==> src/rtl/semcell_pkg.sv <==
// Shared definitions for the semaphore cell: view codes and tag bit positions.
package semcell_pkg;
    typedef enum logic [1:0] {
        VW_RAW  = 2'b00,
        VW_TAG  = 2'b01,
        VW_WAIT = 2'b10,
        VW_POLL = 2'b11
    } view_e;

    localparam int TAG_EMPTY_BIT = 0;
    localparam int TAG_FULL_BIT  = 1;
    localparam int TAG_KIND_BIT  = 2;
endpackage

==> src/rtl/semcell_elig.sv <==
// Per-port eligibility decode.
// A request is eligible unless it is a blocking P/V load that meets a zero count.
// Assumes the address field is already the two-bit view code.
module semcell_elig #(
    parameter int NPORT = 2
) (
    input  logic [NPORT-1:0]   req_valid,
    input  logic [NPORT-1:0]   req_write,
    input  logic [2*NPORT-1:0] req_addr,
    input  logic               count_zero,
    output logic [NPORT-1:0]   eligible
);
    import semcell_pkg::*;

    for (genvar i = 0; i < NPORT; i++) begin : g_port
        logic blocked;
        // A blocking load waits while no unit is available
        assign blocked     = !req_write[i] && (view_e'(req_addr[2*i +: 2]) == VW_WAIT) && count_zero;
        assign eligible[i] = req_valid[i] && !blocked;
    end
endmodule

==> src/rtl/semcell_arb.sv <==
// Fixed-priority grant: the lowest-index eligible port wins, so at most one grant is issued per cycle.
// Purely combinational.
module semcell_arb #(
    parameter int NPORT = 2
) (
    input  logic [NPORT-1:0] eligible,
    output logic [NPORT-1:0] grant
);
    for (genvar i = 0; i < NPORT; i++) begin : g_pri
        if (i == 0) begin : g_first
            // Port 0 always wins when eligible
            assign grant[i] = eligible[i];
        end else begin : g_rest
            // Higher ports win only when every lower port is idle
            assign grant[i] = eligible[i] && !(|eligible[i-1:0]);
        end
    end
endmodule

==> src/rtl/semcell_count.sv <==
// Count register of the cell.
// P/V loads decrement with a floor at zero, P/V stores increment with saturation, and raw stores overwrite.
// Assumes fire marks the single completing request.
module semcell_count #(
    parameter int DATA_W = 16
) (
    input  logic                clk,
    input  logic                rst_n,
    input  logic                fire,
    input  logic                is_write,
    input  semcell_pkg::view_e  view,
    input  logic [DATA_W-1:0]   wdata,
    output logic [DATA_W-1:0]   count,
    output logic                count_zero
);
    import semcell_pkg::*;

    localparam logic [DATA_W-1:0] CNT_MAX = {DATA_W{1'b1}};

    logic [DATA_W-1:0] count_nxt;

    assign count_zero = (count == '0);

    // Next-count selection for the completing request
    always_comb begin
        count_nxt = count;
        if (fire) begin
            case (view)
                VW_RAW:  if (is_write) count_nxt = wdata;
                VW_WAIT,
                VW_POLL: begin
                    if (is_write) count_nxt = (count == CNT_MAX) ? count : count + 1'b1;
                    else          count_nxt = count_zero ? count : count - 1'b1;
                end
                default: count_nxt = count;
            endcase
        end
    end

    // Count register with synchronous reset
    always_ff @(posedge clk) begin
        if (!rst_n) count <= '0;
        else        count <= count_nxt;
    end

    AST_PV_LOAD_DEC: assert property (@(posedge clk) disable iff (!rst_n)
        fire && !is_write && (view == VW_WAIT || view == VW_POLL) && !count_zero
        |=> count == $past(count) - 1'b1) else $error("pv load decrement");

    AST_PV_STORE_SAT: assert property (@(posedge clk) disable iff (!rst_n)
        fire && is_write && (view == VW_WAIT || view == VW_POLL) && count == CNT_MAX
        |=> count == CNT_MAX) else $error("pv store saturation");

    AST_POLL_ZERO_HOLD: assert property (@(posedge clk) disable iff (!rst_n)
        fire && !is_write && view == VW_POLL && count_zero
        |=> count_zero) else $error("poll at zero");

    AST_RAW_LOAD_KEEP: assert property (@(posedge clk) disable iff (!rst_n)
        fire && !is_write && view == VW_RAW
        |=> $stable(count)) else $error("raw load side effect");
endmodule

==> src/rtl/semcell_tag.sv <==
// Tag register of the cell.
// Holds the empty and full flags, which only a tag-view store changes.
// The FIFO-kind bit reads as 0 because this cell is a semaphore.
module semcell_tag #(
    parameter int DATA_W = 16
) (
    input  logic                clk,
    input  logic                rst_n,
    input  logic                fire,
    input  logic                is_write,
    input  semcell_pkg::view_e  view,
    input  logic [1:0]          wflags,
    output logic [DATA_W-1:0]   tag_word
);
    import semcell_pkg::*;

    logic [1:0] flags;

    // Flag register: written only by tag-view stores
    always_ff @(posedge clk) begin
        if (!rst_n)                                   flags <= '0;
        else if (fire && is_write && view == VW_TAG)  flags <= wflags;
    end

    // Readback word assembly; the kind bit and the upper bits are zero
    always_comb begin
        tag_word                = '0;
        tag_word[TAG_EMPTY_BIT] = flags[0];
        tag_word[TAG_FULL_BIT]  = flags[1];
        tag_word[TAG_KIND_BIT]  = 1'b0;
    end

    AST_PV_FLAGS_KEEP: assert property (@(posedge clk) disable iff (!rst_n)
        fire && (view == VW_WAIT || view == VW_POLL)
        |=> $stable(flags)) else $error("pv op touched flags");
endmodule

==> src/rtl/semcell_top.sv <==
// Multi-view counting semaphore cell shared by NPORT requesters.
// It picks one completing request per cycle, applies it to the count or the tag, and returns load data on a shared bus.
// Assumes requesters hold their request until ready is seen.
module semcell_top #(
    parameter int NPORT  = 2,
    parameter int DATA_W = 16
) (
    input  logic                    clk,
    input  logic                    rst_n,
    input  logic [NPORT-1:0]        req_valid,
    input  logic [NPORT-1:0]        req_write,
    input  logic [2*NPORT-1:0]      req_addr,
    input  logic [DATA_W*NPORT-1:0] req_wdata,
    output logic [NPORT-1:0]        req_ready,
    output logic [DATA_W-1:0]       rsp_rdata
);
    import semcell_pkg::*;

    logic [NPORT-1:0]  eligible;
    logic [NPORT-1:0]  grant;
    logic              count_zero;
    logic [DATA_W-1:0] count;
    logic [DATA_W-1:0] tag_word;
    logic              fire;
    logic              sel_write;
    logic [1:0]        sel_view_raw;
    view_e             sel_view;
    logic [DATA_W-1:0] sel_wdata;

    semcell_elig #(.NPORT(NPORT)) u_elig (
        .req_valid (req_valid),
        .req_write (req_write),
        .req_addr  (req_addr),
        .count_zero(count_zero),
        .eligible  (eligible)
    );

    semcell_arb #(.NPORT(NPORT)) u_arb (
        .eligible(eligible),
        .grant   (grant)
    );

    // Collect the fields of the single granted request
    always_comb begin
        sel_write    = 1'b0;
        sel_view_raw = '0;
        sel_wdata    = '0;
        for (int i = 0; i < NPORT; i++) begin
            if (grant[i]) begin
                sel_write    = sel_write    | req_write[i];
                sel_view_raw = sel_view_raw | req_addr[2*i +: 2];
                sel_wdata    = sel_wdata    | req_wdata[DATA_W*i +: DATA_W];
            end
        end
    end

    assign sel_view  = view_e'(sel_view_raw);
    assign fire      = |grant;
    assign req_ready = grant;

    semcell_count #(.DATA_W(DATA_W)) u_count (
        .clk       (clk),
        .rst_n     (rst_n),
        .fire      (fire),
        .is_write  (sel_write),
        .view      (sel_view),
        .wdata     (sel_wdata),
        .count     (count),
        .count_zero(count_zero)
    );

    semcell_tag #(.DATA_W(DATA_W)) u_tag (
        .clk     (clk),
        .rst_n   (rst_n),
        .fire    (fire),
        .is_write(sel_write),
        .view    (sel_view),
        .wflags  (sel_wdata[1:0]),
        .tag_word(tag_word)
    );

    // Load data: the tag word in the tag view, the count in every other view
    assign rsp_rdata = (sel_view == VW_TAG) ? tag_word : count;

    AST_ONE_READY: assert property (@(posedge clk) disable iff (!rst_n)
        $onehot0(req_ready)) else $error("more than one ready");

    for (genvar i = 0; i < NPORT; i++) begin : g_chk
        AST_WAIT_STALL: assert property (@(posedge clk) disable iff (!rst_n)
            req_valid[i] && !req_write[i] && req_addr[2*i +: 2] == 2'b10 && count == '0
            |-> !req_ready[i]) else $error("blocking load not stalled");
    end
endmodule

==> config.mk <==
export PLATFORM = sky130hd
export DESIGN_NAME = semcell_top
export DESIGN_NICKNAME = d
export VERILOG_FILES = /design/src/rtl/semcell_pkg.sv /design/src/rtl/semcell_elig.sv /design/src/rtl/semcell_arb.sv /design/src/rtl/semcell_count.sv /design/src/rtl/semcell_tag.sv /design/src/rtl/semcell_top.sv
export SDC_FILE = /design/constraint.sdc
export NUM_CORES = 1
export LEC_CHECK = 0
export ABC_AREA = 1
export BUFFER_PORTS_ARGS = -buffer_cell sky130_fd_sc_hd__buf_2
export CORE_MARGIN = 2
export CORE_UTILIZATION = 30
export CTS_BUF_LIST = sky130_fd_sc_hd__clkbuf_8
export DETAILED_ROUTE_END_ITERATION = 10
export HOLD_SLACK_MARGIN = 0.06
export PLACE_DENSITY = 0.61
export SLEW_MARGIN = 20
export SYNTH_ARGS = -nofsm -noshare
export SYNTH_HDL_FRONTEND = slang
export SYNTH_SLANG_ARGS = --single-unit
==> constraint.sdc <==
create_clock -name clk -period 3.1 [get_ports clk]
set_input_delay 0.465 -clock clk [delete_from_list [all_inputs] [get_ports clk]]
set_output_delay 0.465 -clock clk [all_outputs]
set_load 0.01 [all_outputs]
After elaboration in Yosys (flattened, before gate mapping)
Cells that the tools add are included.

Word-level logic and storage cells: 48. Input port bits: 42. Output and inout port bits: 18. Bits in registers: 18.

Eq/ne operators: 9. Add/sub/neg operators: 2. Bitwise gates (word level): 3. Mux-type cells: 12. Reduce and logical (&&, ||, !) cells: 20.

Operators with widths (number): $mux 16 (7); $pmux 16 s2 (1); $add 16x1->16 const B (1); $eq 16x16->1 const B (1); $logic_not 16->1 (1); $or 16x16->16 (1); $sub 16x1->16 const B (1); $logic_and 1x1->1 (9); $eq 2x2->1 const B (4); $logic_not 1->1 (5); $reduce_and 5->1 (1); $mux 2 (2); $reduce_or 2->1 (2); $ne 3x2->1 const B (1); $ne 3x3->1 const B (1); $eq 2x1->1 const B (1); $logic_not 2->1 (1); $mux 1 (2); $ne 2x1->1 const B (1); $or 2x2->2 (1); $reduce_bool 2->1 (1); $or 1x1->1 (1).

Longest topological paths before layout
Depth in word-level cells: 12. Gate-level depth with buffers: 21. Mapped depth without buffers: 21.

Cells and area by module
A second synthesis with hierarchy kept.

Cells, all modules: 447. Area, all modules: 2538.7 µm².

By module, submodules not included: semcell_count (seq. area each 320.3 µm², area each 1735.4 µm², instances 1, cells an instance 319); semcell_top (seq. area each 0.0 µm², area each 520.5 µm², instances 1, cells an instance 81); semcell_tag (seq. area each 40.0 µm², area each 217.7 µm², instances 1, cells an instance 34); semcell_elig (seq. area each 0.0 µm², area each 47.5 µm², instances 1, cells an instance 10); semcell_arb (seq. area each 0.0 µm², area each 17.5 µm², instances 1, cells an instance 3).

Worst setup path before layout
Ideal clock, no wire load.

Kind: input -> register. Start point: in req_addr[0]. End point: reg u_count.count[15]. Buffers on the path: 0. Setup time: 0.112 ns. Stages on the path: 17. Arrival time: 2.578 ns. Path slack: 0.410 ns. Data required time: 2.988 ns. Path through: nor3b_1 nand3_2 nand2_4 nand3_2 nand2_4 inv_2 ha_1 a21oi_1 o21ai_0 a21oi_1 o21ai_0 nand2_1 nand3_1 nor2_1 nor2_1 nor2_1 nor2_1.

Cells in the longest elaborated chain, start to end: 12. Elaborated cells between the ends (all ways): 29. Classes of those cells: 6 x eq/ne; 9 x mux; 3 x bitwise; 11 x reduce/logical.

RTL lines: start, declared (line semcell_top.sv:12) `input logic [2*NPORT-1:0] req_addr,`; $eq 2x2->1 (line semcell_elig.sv:18) `assign blocked = !req_write[i] && (view_e'(req_addr[2*i +: 2]) == VW_WAIT) && count_zero;`; $logic_and 1x1->1 (2 in a row) (line semcell_elig.sv:18); $logic_not 1->1 (line semcell_elig.sv:19) `assign eligible[i] = req_valid[i] && !blocked;`; $logic_and 1x1->1 (line semcell_elig.sv:19); $mux 2 / $logic_not 1->1 (equally long branches) (line semcell_top.sv:49, semcell_arb.sv:15); $or 2x2->2 / $logic_and 1x1->1 (equally long branches) (line semcell_top.sv:51, semcell_arb.sv:15); $mux 2 (line semcell_top.sv:49) `if (grant[i]) begin`; $eq 2x2->1 (line semcell_count.sv:28) `case (view)`; $reduce_or 2->1 (line semcell_count.sv:28); $ne 3x2->1 (no line) (tied with other cells); $reduce_and 5->1 (no line); end signal, assigned (line semcell_count.sv:43) `else count <= count_nxt;`; end, declared (line semcell_count.sv:13) `output logic [DATA_W-1:0] count,`.

Parallel ways exist; a longest one is shown, timed or not. The select of a mux whose other input is x is not followed. A chain may end at the register's enable or synchronous reset.

Worst setup path after layout
Start point: reg u_count.count[14]. End point: reg u_count.count[15].

Cells in the longest elaborated chain, start to end: 11. Elaborated cells between the ends (all ways): 36. Classes of those cells: 2 x add/sub; 6 x eq/ne; 11 x mux; 3 x bitwise; 14 x reduce/logical.

RTL lines: $logic_not 16->1 (line semcell_count.sv:22) `assign count_zero = (count == '0);`; $logic_and 1x1->1 (line semcell_elig.sv:18); $logic_not 1->1 (line semcell_elig.sv:19); $logic_and 1x1->1 (line semcell_elig.sv:19); $mux 2 / $logic_not 1->1 (equally long branches) (line semcell_top.sv:49, semcell_arb.sv:15); $or 2x2->2 / $logic_and 1x1->1 (equally long branches) (line semcell_top.sv:51, semcell_arb.sv:15); $mux 2 (line semcell_top.sv:49); $eq 2x2->1 (line semcell_count.sv:28); $reduce_or 2->1 (line semcell_count.sv:28); $ne 3x2->1 (no line) (tied with other cells); $reduce_and 5->1 (no line).

Parallel ways exist; a longest one is shown, timed or not. The select of a mux whose other input is x is not followed.

==> results.txt <==
Drt first pass iters: 4
Clock latency on the worst-skew pair: 280 ps
Int Pwr: 0.659 mW
Clock power share: 0.180
CP max stage cell: dfxtp_1
Minimum clock period: 2840 ps
Comb pwr share: 0.590
Overflow after GRT: 0
Clock Skews: 14.4 ps
Part of the cycle the worst path needs: 0.917
Worst Path Arrival: 3030 ps
Synth Warn #: 0
N_diodes: 0
CTS buffer count: 3
Switching Share: 0.453
FF+latch count, synth: 18
Worst-Margin Slew: 440 ps
Avg Inst Size Synth: 5.93 µm²
Critical path's largest stage delay: 350 ps
Setup ws final: 257 ps
Nets: 501
# DRC: 0
Die W: 89.0 µm
Finish-stage setup viols: 0
Share of post-route cells with drive strength above 1: 0.260
Global-route wire length before repair: 11,600 µm
Max Slew Vio Count: 0
Core ar.: 7140 µm²
Commonest non-fill, non-tap cell in the layout: nand2_1
Post-synth cell types: 36
Worst rel slew slack: 0.704
Switching pwr: 0.546 mW
Floorplan die height: 89.0 µm
Worst hold margin: 463 ps
Seq/Total Area, Yosys: 0.166
Clock Pin Slew Worst Setup and Hold Paths: 90 ps
Hold Vio Cnt, Final: 0
Clock Tree Root: clkbuf_8
Fmax achieved: 352 MHz
Initial Util: 0.304
Mapped Nets: 423
Post-synth top area cell: nand2_1
Leakage: 1.48 nW
Worst vdd ir: 150 µV
Commonest non-fill, non-tap cells in the layout: nand2_1, nor2_1, buf_2
All-Layer GR Usage: 0.188
CP startpoint kind: register
DR WL/cell: 12.9 µm
Crit-path max FO: 11
Finished Layout Cells: 542
Final wirelength: 6970 µm
Critical-path cell list: nor2_1 -> nand2_1 -> nor2_4 -> nand3_1 -> nand2_2 -> inv_2 -> nand3_2 -> nand2_4 -> inv_4 -> ha_1 -> a21oi_1 -> o21ai_0 -> a21oi_2 -> o21ai_0 -> nand2_1 -> nand3_1 -> nor2_1 -> nor2_1 -> nor2_1 -> nor2_1
Rows: 31
P&R area growth vs syn: 27.7%
Dpl cells: 537
Post-synth EDFFs: 0
DPL Wire Length: 5650 µm
DRT iter0 DRCs: 92
WS Path Type: reg2reg
Largest net degree at the start of global routing: 22
Vias: 2,538
Clock Sinks: 18
CTS H-tree lvls: 1
Vias in the first global route: 2,539
CTS tree: built
CP endpoint kind: register
Synth area leaders: nand2_1, dfxtp_1, nor2_1
Gp weighted congestion: 0.907
MaxCap Viol Count: 0
Via-to-Cell Ratio: 4.68
CP Data Required Time: 3280 ps
IO buf count: 59
I/O pins: 60
Post-Syn Area: 2170 µm²
Sequential power share: 0.230
Hold/Removal Path Class: reg2reg
Clock Tree Buf Depth: 2
WP buf/inv: 2
CP most frequent cell: nor2_1
Async SR Flop Fraction: 0
Family with the most delay on the worst path: simple AND/OR/NAND/NOR gates
Dpl ws: 27.5 ps
Pwr Density: 435 nW/µm²
Residual antenna-violating net count after detailed routing: 0
Post-synthesis cell count: 366
Antenna violations before repair: 0
Primary FF master, synth: dfxtp_1
Die footprint: 7930 µm²
Outcome: finished clean
Yosys top cell area share: 0.180
## kinds of logic after synthesis
group,count (synthesis),share of synthesized area
adders and majority gates,15,0.0900
xor gates and xnor gates,11,0.0444
buffers and inverters,43,0.0911
DFF,18,0.166
AOI/OAI and AO/OA,49,0.137
and+or+nand+nor,230,0.472
## synthesized netlist by cell type (2+ instances only)
master     n
a21oi_1   22
o21ai_0   10
o21ai_1    3
xor2_1     8
inv_4      2
xnor2_1    3
nor2_4     2
nand2_1  104
nand3_2    3
nor2_2     2
a21o_1     2
buf_2      4
nor2_1    72
nand3_1   24
nand2_2    8
buf_6      3
inv_1     28
dfxtp_1   18
nand4_1    5
inv_2      4
a22o_1     7
nor3b_1    2
ha_1      14
nand2_4    4
## through the flow
stage                     total power [mW]  utilization  setup TNS (ps)  cell area (µm²)
after floorplan                      0.764            -               0             2170
after global placement               0.980        0.377               0             2690
after detailed placement             0.981        0.377               0             2690
after CTS                             1.21        0.384               0             2740
after global routing                  1.33        0.388           -32.6             2770
final                                 1.20        0.388               0             2770
## worst reg2reg max path, stage by stage, from the launching register on
cell and delay, ps:
dfxtp_1 350, nor2_1 120, nand2_1 110, nor2_4 160, nand3_1 100, nand2_2 90, inv_2 50, nand3_2 80
nand2_4 60, inv_4 130, ha_1 280, a21oi_1 230, o21ai_0 150, a21oi_2 200, o21ai_0 160, nand2_1 90
nand3_1 80, nor2_1 120, nor2_1 50, nor2_1 90, nor2_1 40
## final timing paths
kind                                     endpoint         startpoint  slack (ps)  cells after the start
worst max-delay path            u_count.count[15]  u_count.count[14]         260                     20
worst min-delay path               u_tag.flags[1]     u_tag.flags[1]         460                      2
worst max register to register  u_count.count[15]  u_count.count[14]         260                     20
worst min register to register     u_tag.flags[1]     u_tag.flags[1]         460                      2
## registers in the layout, indices dropped and copies added (netlist names)
| name | cells |
|---|---|
| u_tag.flags | 2 |
| u_count.count | 16 |
## layout make-up
cell class	count	area, µm²
clock buffer	4	55.1
fill	867	4370
inverter	34	135
multi-input combinational	305	1630
sequential	18	360
tap	99	124
timing repair buffer	82	468
## power by group through the flow
stage | registers, mW | clock network, mW | logic, mW
after global placement | 0.283 | 0 | 0.697
after detailed placement | 0.283 | 0 | 0.699
final | 0.277 | 0.217 | 0.711
after floorplan | 0.291 | 0 | 0.474
after CTS | 0.278 | 0.225 | 0.703
after global routing | 0.282 | 0.230 | 0.814
## metal layers
metal	GRT usage	up-vias	routed length [µm]
li1	-	1333	-
met1	0.226	1144	3230
met2	0.349	48	3340
met3	0.0203	13	244
met4	0.0611	0	161
met5	0	-	0
## timing repair
action	CTS	global route
hold buffers	0	0
setup endpoints to repair	0	10
resized for setup	0	6
buffers inserted	0	1
No activity file was read; power rests on OpenSTA's default activity.
